`config.mk`:
```
export PLATFORM = sky130hd
export DESIGN_NAME = arf_regbank
export DESIGN_NICKNAME = d
export VERILOG_FILES = /design/src/rtl/arf_pkg.sv /design/src/rtl/arf_pointer.sv /design/src/rtl/arf_result_bank.sv /design/src/rtl/arf_config_bank.sv /design/src/rtl/arf_regbank.sv
export SDC_FILE = /design/constraint.sdc
export NUM_CORES = 1
export LEC_CHECK = 0
export ABC_AREA = 1
export BUFFER_PORTS_ARGS = -buffer_cell sky130_fd_sc_hd__buf_2
export CAP_MARGIN = 0
export CORE_AREA = 2 2 175 177
export DETAILED_ROUTE_END_ITERATION = 7
export DIE_AREA = 0 0 177 179
export GPL_ROUTABILITY_DRIVEN = 0
export GPL_TIMING_DRIVEN = 0
export MAX_ROUTING_LAYER = met4
export PLACE_DENSITY = 0.47
export SLEW_MARGIN = 5
export SYNTH_ARGS = -nofsm -noshare
export SYNTH_HDL_FRONTEND = slang
export SYNTH_HIERARCHICAL = 1
export SYNTH_SLANG_ARGS = --single-unit
```
`constraint.sdc`:
```
create_clock -name clk -period 2.7 [get_ports clk]
set_input_delay 0.405 -clock clk [delete_from_list [all_inputs] [get_ports clk]]
set_output_delay 0.405 -clock clk [all_outputs]
set_load 0.03 [all_outputs]
```
`src/rtl/arf_pkg.sv`:
```
package arf_pkg;
   typedef logic [7:0] byte_t;
   // region of the map the pointer currently addresses
   typedef enum logic [2:0] {
      RG_CTL  = 3'd0,
      RG_RES  = 3'd1,
      RG_CFG  = 3'd2,
      RG_RST  = 3'd3,
      RG_NONE = 3'd4
   } region_e;
endpackage

```
`src/rtl/arf_pointer.sv`:
```
module arf_pointer #(
   parameter int PTR_W = 7,
   parameter int LAST  = 22
) (
   input  logic             clk,
   input  logic             rst_n,
   input  logic             load,
   input  logic [PTR_W:0]   load_byte,
   input  logic             step,
   output logic [PTR_W-1:0] ptr_o,
   output logic             inc_o
);
   localparam logic [PTR_W-1:0] LAST_P = PTR_W'(LAST);

   always_ff @(posedge clk or negedge rst_n) begin
      if (!rst_n) begin
         ptr_o <= '0;
         inc_o <= 1'b0;
      end else if (load) begin
         ptr_o <= load_byte[PTR_W-1:0];
         inc_o <= load_byte[PTR_W];
      end else if (step && inc_o) begin
         ptr_o <= (ptr_o >= LAST_P) ? '0 : ptr_o + 1'b1;
      end
   end
endmodule

```
`src/rtl/arf_result_bank.sv`:
```
module arf_result_bank #(
   parameter int NUM_CH = 4,
   parameter int RES_W  = 12,
   localparam int CH_W  = (NUM_CH > 1) ? $clog2(NUM_CH) : 1,
   localparam int PAD   = 16 - RES_W
) (
   input  logic                    clk,
   input  logic                    rst_n,
   input  logic                    clr,
   input  logic [NUM_CH-1:0]       upd,
   input  logic [NUM_CH*RES_W-1:0] res_in,
   input  logic [CH_W-1:0]         sel_ch,
   input  logic                    sel_low,
   output arf_pkg::byte_t          byte_o
);
   logic [RES_W-1:0] res_q [NUM_CH];
   logic [RES_W-1:0] sel_res;
   logic [15:0]      word;

   for (genvar ch = 0; ch < NUM_CH; ch++) begin : g_ch
      always_ff @(posedge clk or negedge rst_n) begin
         if (!rst_n)       res_q[ch] <= '0;
         else if (clr)     res_q[ch] <= '0;
         else if (upd[ch]) res_q[ch] <= res_in[ch*RES_W +: RES_W];
      end
   end

   assign sel_res = res_q[sel_ch];

   // left-justify the result within the 16-bit byte pair
   if (PAD > 0) begin : g_pad
      assign word = {sel_res, {PAD{1'b0}}};
   end else begin : g_nopad
      assign word = sel_res;
   end

   assign byte_o = sel_low ? word[7:0] : word[15:8];
endmodule

```
`src/rtl/arf_config_bank.sv`:
```
module arf_config_bank #(
   parameter int N_REG  = 14,
   localparam int IDX_W = $clog2(N_REG)
) (
   input  logic             clk,
   input  logic             rst_n,
   input  logic             clr,
   input  logic             we,
   input  logic [IDX_W-1:0] idx,
   input  arf_pkg::byte_t   wdata,
   output arf_pkg::byte_t   rdata,
   output arf_pkg::byte_t   ctl0_o
);
   arf_pkg::byte_t cfg_q [N_REG];

   for (genvar i = 0; i < N_REG; i++) begin : g_reg
      always_ff @(posedge clk or negedge rst_n) begin
         if (!rst_n)                          cfg_q[i] <= '0;
         else if (clr)                        cfg_q[i] <= '0;
         else if (we && idx == IDX_W'(i))     cfg_q[i] <= wdata;
      end
   end

   assign rdata  = cfg_q[idx];
   assign ctl0_o = cfg_q[0];
endmodule

```
`src/rtl/arf_regbank.sv`:
```
module arf_regbank #(
   parameter int             NUM_CH    = 4,
   parameter int             RES_W     = 12,
   parameter int             EXTRA_CFG = 4,
   parameter logic [7:0]     MAGIC     = 8'hAA
) (
   input  logic                    clk,
   input  logic                    rst_n,
   input  logic                    addr_stb,
   input  logic [7:0]              addr_byte,
   input  logic                    wr_stb,
   input  logic [7:0]              wr_byte,
   input  logic                    rd_stb,
   output logic [7:0]              rd_byte,
   input  logic [NUM_CH-1:0]       res_upd,
   input  logic [NUM_CH*RES_W-1:0] res_word,
   output logic [5:0]              mode_o,
   output logic [1:0]              chsel_o
);
   import arf_pkg::*;

   localparam int PTR_W    = 7;
   localparam int N_CTL    = 2;
   localparam int RES_BASE = N_CTL;
   localparam int RES_LAST = RES_BASE + 2*NUM_CH - 1;
   localparam int CFG_BASE = RES_LAST + 1;
   localparam int N_HI_CFG = 2*NUM_CH + EXTRA_CFG;
   localparam int RST_ADDR = CFG_BASE + N_HI_CFG;
   localparam int N_CFG    = N_CTL + N_HI_CFG;
   localparam int IDX_W    = $clog2(N_CFG);
   localparam int CH_W     = (NUM_CH > 1) ? $clog2(NUM_CH) : 1;

   if (NUM_CH < 1 || NUM_CH > 4) begin : g_bad_ch
      $error("arf_regbank: NUM_CH must be 1..4");
   end
   if (RES_W < 8 || RES_W > 16) begin : g_bad_res
      $error("arf_regbank: RES_W must be 8..16");
   end
   if (RST_ADDR >= (1 << PTR_W)) begin : g_bad_map
      $error("arf_regbank: register map exceeds pointer range");
   end

   logic [PTR_W-1:0] ptr_q;
   logic             inc_q;
   region_e          region;
   logic [IDX_W-1:0] cfg_idx;
   logic [CH_W:0]    res_off;
   byte_t            cfg_rdata, res_byte, ctl0, rd_mux;
   logic             soft_rst, cfg_we;

   arf_pointer #(.PTR_W(PTR_W), .LAST(RST_ADDR)) ptr_i (
      .clk(clk), .rst_n(rst_n), .load(addr_stb), .load_byte(addr_byte),
      .step(rd_stb), .ptr_o(ptr_q), .inc_o(inc_q)
   );

   always_comb begin
      if (ptr_q < PTR_W'(RES_BASE))        region = RG_CTL;
      else if (ptr_q <= PTR_W'(RES_LAST))  region = RG_RES;
      else if (ptr_q <  PTR_W'(RST_ADDR))  region = RG_CFG;
      else if (ptr_q == PTR_W'(RST_ADDR))  region = RG_RST;
      else                                 region = RG_NONE;
   end

   assign cfg_idx  = (region == RG_CTL) ? IDX_W'(ptr_q)
                                        : IDX_W'(ptr_q - PTR_W'(CFG_BASE - N_CTL));
   assign res_off  = (CH_W+1)'(ptr_q - PTR_W'(RES_BASE));
   assign soft_rst = wr_stb && (region == RG_RST) && (wr_byte == MAGIC);
   assign cfg_we   = wr_stb && (region == RG_CTL || region == RG_CFG);

   arf_config_bank #(.N_REG(N_CFG)) cfg_i (
      .clk(clk), .rst_n(rst_n), .clr(soft_rst), .we(cfg_we), .idx(cfg_idx),
      .wdata(wr_byte), .rdata(cfg_rdata), .ctl0_o(ctl0)
   );

   arf_result_bank #(.NUM_CH(NUM_CH), .RES_W(RES_W)) res_i (
      .clk(clk), .rst_n(rst_n), .clr(soft_rst), .upd(res_upd), .res_in(res_word),
      .sel_ch(res_off[CH_W:1]), .sel_low(res_off[0]), .byte_o(res_byte)
   );

   always_comb begin
      unique case (region)
         RG_CTL, RG_CFG: rd_mux = cfg_rdata;
         RG_RES:         rd_mux = res_byte;
         default:        rd_mux = '0;
      endcase
   end

   always_ff @(posedge clk or negedge rst_n) begin
      if (!rst_n)      rd_byte <= '0;
      else if (rd_stb) rd_byte <= rd_mux;
   end

   assign mode_o  = ctl0[7:2];
   assign chsel_o = ctl0[1:0];
endmodule


```
==> reports/results.ini, run 1 <==
[clock_tree]
cts_tree = built
cts_htree_levels = 4
cts_buffers = 17
clkTransAtPathRegs_ns = 0.07
insertion_delay_ns = 0.43
cts_sinks = 176
cts-root-buf = clkbuf_16
clockBufferDepth = 2

[worst_setup_path]
worstSetupPathType = reg2reg
start_kind = flop
cp.required_ns = 3.05
reg2reg_from = ptr_i/ptr_o[1]
cp_data_arrival_time_ns = 2.89
path_cells = buf_4 > ha_1 > inv_1 > nand2_1 > a21oi_2 > nand2_4 > a21oi_4 > nand3_1 > nor2_1 > nor2_2 > buf_2 > o21ai_0
worst-r2r-setup-slack_ns = 0.15
end_kind = flop
path_max_fanout = 10
cp_slowest_cell = dfrtp_2
max_stage_delay_ns = 0.43
reg2regPathDepth = 12
r2r-end = cfg_i/cfg_q[58]

[yosys]
yosys-top-cells-count = 490 x nand2_1, 176 x dfrtp_1, 135 x inv_1
synth.area.mux_share_pct = 0
synth.avg_cell_area_um2 = 7.42
synth_xor_area_share_pct = 0.0927
synth_ff_type = dfrtp_1
synth_area_leaders = dfrtp_1 47%, nand2_1 19%, nand3_1 6.7%, inv_1 5.4%, o21ai_0 3.7%
syn_inst = 1274
synth_edf_count = 0
synthesis.area_um2 = 9450
synth_top_family_by_area = simple AND/OR/NAND/NOR gates
synthArstFlopShare_pct = 100
yosysTopAreaCellShare_pct = 46.6
synthSimpleGateAreaFrac_pct = 30.7
synth_top_area_cell = dfrtp_1
synth.net_count = 1351
yosys_warnings = 6
yosysMostFrequentCell = nand2_1
synthAdderAreaFrac_pct = 0.529
synth.distinct_cells = 32
yosys_register_bits = 176
ys_seq_area_share_pct = 46.6
synth_compound_area_share_pct = 11.2

[placed_design]
io_buffers = 87
dp_hpwl_um = 21200
pre_cts_slack_ns = -0.852
place_area_um2 = 10400

[die]
num_rows = 64
die_h_um = 179
initial_core_util_pct = 31.5
die_w_um = 177
die_area_um2 = 31700
fp.coreArea_um2 = 30000
top_level_ports = 89

[worst_hold_path]
holdPathEnd = ptr_i/inc_o
hold_path.class = in2reg
hold_path_depth = 3
hold_start = addr_byte[7]

[final_layout]
n_fill_cell = 3263
drive_above_1_share_pct = 19.4
fin_area_um2 = 11100
syn2layout_area_growth_pct = 17.5
final-seq-area_um2 = 4410
finalNetCount = 1464
multi_input_area_um2 = 4060

[sta]
period_needed_ns = 2.55
fin_skew_ns = 0.0101
rsz0062_at_grt = yes
worstMarginPinSlew_ns = 0.656
relSlewSlack_pct = 56.3
fin_ws_ns = 0.152
finalSetupViolCount = 0
hold_viol = 0
max_freq_ghz = 0.392
slew_violations = 0
period_share_pct = 94.4
whs_ns = 0.185

[power]
irDropWorstVdd_uv = 439
power_density_nw_per_um2 = 793
leakage_nw = 5.86

[run_status]
status = finished, final reports clean

[routing]
wl_um = 29400
detail_route.iter0.violations = 562
ant_nets = 0
routed-via-count = 8422
drc = 0
via_per_inst = 4.69
first_pass_iters = 5
wire_per_inst_um = 16.4

[grt]
overflow = 0
grtUsageTotal_pct = 19.9
grt_pass1_vias = 8260
grt_first_pass_wirelength_um = 46400
grt_max_degree = 99
grt_use_met3_pct = 3.14
antenna_found_initial = 1
met2_usage_pct = 31.2
grt_util_met1_pct = 26.8
busiest_layer = met2

[run]
cap_violations = 0

-- worst max-delay path, delay by kind of cell (launching register included) --
family / cells / cell delay [ns]
AND/OR/NAND/NOR: 5 / 0.88
AO/OA/AOI/OAI: 3 / 0.53
buffers and inverters: 3 / 0.45
flip-flops: 1 / 0.43
adder cells (fa/ha/maj): 1 / 0.18
-- through the flow --
step	setup TNS, ns	cells	total power [mW]	util, %
detailed placement	-60.52	1758	6.38	34.7
global route	-0.00448	1797	9.43	37.0
floorplan	0	1274	5.58	-
finish	0	1797	8.81	37.0
CTS	0	1796	8.88	36.9
global placement	-395.84	1757	6.36	34.6
-- layout by cell type, fill, tap and decap left out, types with 3 or more instances in the layout --
| cell | Yosys | final |
|---|---|---|
| inv_6 | 0 | 3 |
| inv_1 | 135 | 135 |
| buf_6 | 10 | 10 |
| clkbuf_16 | 0 | 17 |
| dfrtp_2 | 0 | 3 |
| o21ai_2 | 23 | 23 |
| clkbuf_1 | 19 | 13 |
| buf_1 | 6 | 6 |
| a21oi_1 | 22 | 21 |
| clkbuf_2 | 0 | 8 |
| nor2_4 | 3 | 5 |
| o21ai_0 | 70 | 70 |
| nand2_4 | 5 | 5 |
| or2_1 | 4 | 4 |
| buf_2 | 33 | 119 |
| nor2_1 | 20 | 18 |
| buf_4 | 15 | 19 |
| nand2_1 | 490 | 489 |
| o21ai_1 | 56 | 56 |
| nand3_2 | 3 | 4 |
| a21oi_2 | 11 | 11 |
| inv_2 | 7 | 8 |
| nand4_1 | 12 | 12 |
| ha_1 | 4 | 3 |
| nand2_2 | 12 | 13 |
| clkinv_4 | 0 | 3 |
| dfrtp_1 | 176 | 173 |
| nand3_1 | 126 | 125 |
-- where the power goes --
part,internal [mW],switching (mW),total (mW)
registers,3.37,0.428,3.80
clock network,1.32,1.13,2.45
logic,0.960,1.60,2.56
total,5.65,3.15,8.81
-- logic make-up after synthesis --
| family | Yosys count |
|---|---|
| AO/OA/AOI/OAI | 183 |
| buffers and inverters | 229 |
| adder cells (fa/ha/maj) | 4 |
| XOR/XNOR | 1 |
| AND/OR/NAND/NOR | 681 |
| flip-flops | 176 |
-- state kept, by name (all words and copies together) (netlist names) --
name,count
ptr_i/inc_o,1
rd_byte,8
cfg_i/cfg_q,104
cfg_i/ctl0_o,8
res_i/res_q,48
ptr_i/ptr_o,7
-- worst max-delay path by stage --
stage | start | cells after the start | to
4_1_cts | ptr_i/ptr_o[1] | 11 | cfg_i/cfg_q[33]
3_3_place_gp | rst_n | 1 | cfg_i/cfg_q[56]
3_5_place_dp | ptr_i/ptr_o[2] | 11 | cfg_i/cfg_q[44]
6_report | ptr_i/ptr_o[1] | 12 | cfg_i/cfg_q[58]
5_1_grt | ptr_i/ptr_o[1] | 15 | cfg_i/ctl0_o[5]
2_1_floorplan | ptr_i/ptr_o[1] | 13 | cfg_i/cfg_q[11]
-- routing by layer --
layer,wire length [µm],vias up
met1,13900,3999
met3,1450,30
li1,-,4215
met5,0,-
met4,503,0
met2,13600,178
-- repair_timing --
action                                  CTS  global route
hold endpoints to repair                 16             0
gates resized for setup                  17            10
pin swaps                                 2             2
hold buffers                              1             0
setup buffers                             5             0
endpoints found under the setup margin  112            84
-- area by class of cell --
type,instances,area share [%]
Tap cell,396,4.46
Sequential cell,176,39.7
Clock buffer,20,4.02
Multi-Input combinational cell,869,36.5
Antenna cell,1,0.0225
Buffer,83,4.52
Inverter,146,4.98
Clock inverter,12,1.10
Timing Repair Buffer,94,4.68
Note: power is estimated with default switching activity, not from simulation.
==> run 2, diff against run 1 <==
--- a/config.mk
+++ b/config.mk
@@ -8,9 +8,10 @@
 export ABC_AREA = 1
 export BUFFER_PORTS_ARGS = -buffer_cell sky130_fd_sc_hd__buf_2
 export CAP_MARGIN = 0
-export CORE_AREA = 2 2 175 177
+export CORE_AREA = 2 2 163 181
+export CTS_BUF_LIST = sky130_fd_sc_hd__clkbuf_2 sky130_fd_sc_hd__clkbuf_4 sky130_fd_sc_hd__clkbuf_8
 export DETAILED_ROUTE_END_ITERATION = 7
-export DIE_AREA = 0 0 177 179
+export DIE_AREA = 0 0 165 183
 export GPL_ROUTABILITY_DRIVEN = 0
 export GPL_TIMING_DRIVEN = 0
 export MAX_ROUTING_LAYER = met4
@@ -18,5 +19,4 @@
 export SLEW_MARGIN = 5
 export SYNTH_ARGS = -nofsm -noshare
 export SYNTH_HDL_FRONTEND = slang
-export SYNTH_HIERARCHICAL = 1
 export SYNTH_SLANG_ARGS = --single-unit
==> reports/results.ini, run 2 <==
[run_status]
status = finished, final reports clean

[die]
die_h_um = 183
die_w_um = 165
die_area_um2 = 30200
fp.coreArea_um2 = 28400
top_level_ports = 89
initial_core_util_pct = 31.7
num_rows = 65

[sta]
max_freq_ghz = 0.385
period_share_pct = 96.3
fin_tns_setup_ns = 0
relSlewSlack_pct = 50.2
finalSetupViolCount = 0
fin_skew_ns = 0.0212
period_needed_ns = 2.60
worstMarginPinSlew_ns = 0.747
hold_viol = 0
slew_violations = 0

[yosys]
synthSimpleGateAreaFrac_pct = 31.4
yosys_warnings = 0
yosysTopAreaCellShare_pct = 49.0
synth_edf_count = 0
syn_inst = 1204
synth_xor_area_share_pct = 0
ys_seq_area_share_pct = 49.0
yosysMostFrequentCell = nand2_1
synth_top_family_by_area = simple AND/OR/NAND/NOR gates
synthAdderAreaFrac_pct = 0.834
synthesis.area_um2 = 9000
synth_ff_type = dfrtp_1
synth.avg_cell_area_um2 = 7.47
yosys-top-cells-count = 391 x nand2_1, 189 x nand3_1, 176 x dfrtp_1
synth.net_count = 1283
synthArstFlopShare_pct = 100
synth.distinct_cells = 28
synth_compound_area_share_pct = 10.9
yosys_register_bits = 176
synth.area.mux_share_pct = 0
synth_area_leaders = dfrtp_1 49%, nand2_1 16%, nand3_1 11%, o21ai_0 4.7%, a21oi_1 3.4%
synth_top_area_cell = dfrtp_1

[worst_setup_path]
cp_data_arrival_time_ns = 2.95
r2r-end = cfg_i.cfg_q[11]
crit_path_frequent_cell = buf_4
reg2reg_from = ptr_i.ptr_o[0]
worst-r2r-setup-slack_ns = 0.1
worstSetupPathType = reg2reg
path_cells = buf_4 > inv_2 > clkbuf_4 > buf_4 > ha_1 > inv_1 > nor2_1 > nand3_2 > buf_2 > nand3_1 > o21ai_0
cp.required_ns = 3.05
reg2regPathDepth = 11
max_stage_delay_ns = 0.42
cp_slowest_cell = dfrtp_1
path_max_fanout = 11
start_kind = flop
end_kind = flop

[placed_design]
place_area_um2 = 9910
io_buffers = 83
place_inst = 1656
dp_hpwl_um = 23500

[final_layout]
mostFrequentLayoutCells = 387 x nand2_1, 184 x nand3_1, 175 x dfrtp_1
antenna_cells = 0
syn2layout_area_growth_pct = 16.0
fin_area_um2 = 10400
n_fill_cell = 3052
final_common_cell = nand2_1
regMostFlops = cfg_i.cfg_q
largest_reg_flops = 104
finalNetCount = 1389
drive_above_1_share_pct = 14.1
final_cells = 1691
top_regs = cfg_i.cfg_q x104, res_i.res_q x48

[clock_tree]
cts_buffers = 17
cts-root-buf = clkbuf_8
insertion_delay_ns = 0.48
cts_htree_levels = 4
clockBufferDepth = 2
clkTransAtPathRegs_ns = 0.11
cts_tree = built
cts_sinks = 176

[grt]
antenna_found_initial = 0
grt_pass1_vias = 8426
grt_max_degree = 101
grt_first_pass_wirelength_um = 50100
grtUsageTotal_pct = 22.9
overflow = 0

[worst_hold_path]
hold_path_depth = 3
holdPathEnd = ptr_i.inc_o
hold_start = addr_byte[7]
hold_path.class = in2reg

[power]
irDropWorstVdd_uv = 307
power_density_nw_per_um2 = 813
leakage_nw = 5.19
total_power_mw = 8.49

[routing]
first_pass_iters = 5
wl_um = 32000
routed-via-count = 8408
ant_nets = 0
drc = 0
detail_route.iter0.violations = 759
via_per_inst = 4.97
wire_per_inst_um = 18.9

[run]
cap_violations = 0

-- run 2: cell count changes after synthesis, moves of 14 or more --
cell,change
nand2_1,-99
nand3_1,+63
inv_1,-56
a21oi_1,+39
nor2_1,+39
o21ai_2,-23
clkbuf_1,+15
o21ai_0,+14
-- run 2: through the flow --
stage	hold slack, ns	util [%]	setup WS (ns)
after floorplan	0.109	-	0.496
final	0.128	36.8	0.100
after global placement	0.462	34.8	-1.91
after detailed placement	0.431	34.9	-0.603
after CTS	0.103	36.6	0.00678
after global routing	0.121	36.8	-0.0167
-- run 2: power breakdown --
| group | internal, mW | switching (mW) |
|---|---|---|
| Clock | 0.970 | 1.08 |
| Sequential | 3.40 | 0.413 |
| Combinational | 0.950 | 1.67 |
| Total | 5.32 | 3.16 |
-- run 2: cells by family (layout without fill, tap and decap cells) --
kind of cell / Yosys count / after routing
compound gates: 195 / 195
simple gates: 658 / 658
buf+inv: 169 / 288
flops: 176 / 176
fa+ha+maj: 6 / 6
-- run 2: per-layer routing --
layer  vias to the layer above  track usage, %  routed length (µm)
met5                         -               -                   0
met1                      4032            29.7               14200
met3                        39            3.71                1660
met4                         0            6.68                 758
met2                       232            36.8               15400
li1                       4105               -                   -
-- run 2: critical path, delay by kind of cell, from the launching register on --
kind | cells | cell delay (ns)
AOI/OAI and AO/OA | 1 | 0.09
DFF | 1 | 0.42
buffers and inverters | 6 | 1.26
adders and majority gates | 1 | 0.30
and+or+nand+nor | 3 | 0.39
-- run 2: layout make-up --
cell class / instances / area [µm²] / area share (%)
sequential: 176 / 4410 / 42.2
timing repair buffer: 89 / 493 / 4.72
inverter: 87 / 332 / 3.18
clock buffer: 19 / 255 / 2.44
multi-input combinational: 859 / 3930 / 37.6
clock inverter: 13 / 174 / 1.67
buffer: 80 / 395 / 3.79
tap: 368 / 460 / 4.41
-- run 2: timing repair --
item | in CTS | in global routing
gates resized for setup | 10 | 16
setup buffers | 0 | 4
pin swaps | 0 | 1
endpoints found under the hold margin | 76 | 0
endpoints found under the setup margin | 120 | 93
hold buffers | 1 | 0
-- run 2: worst max path at each step --
| stage | start | to | slack (ns) |
|---|---|---|---|
| finish | ptr_i.ptr_o[0] | cfg_i.cfg_q[11] | 0.1 |
| global route | ptr_i.ptr_o[2] | cfg_i.cfg_q[88] | -0.02 |
| CTS | ptr_i.ptr_o[0] | cfg_i.cfg_q[79] | 0.007 |
| detailed placement | ptr_i.ptr_o[1] | cfg_i.ctl0_o[7] | -0.60 |
| global placement | rst_n | res_i.res_q[22] | -1.91 |
| floorplan | ptr_i.ptr_o[1] | cfg_i.cfg_q[89] | 0.50 |
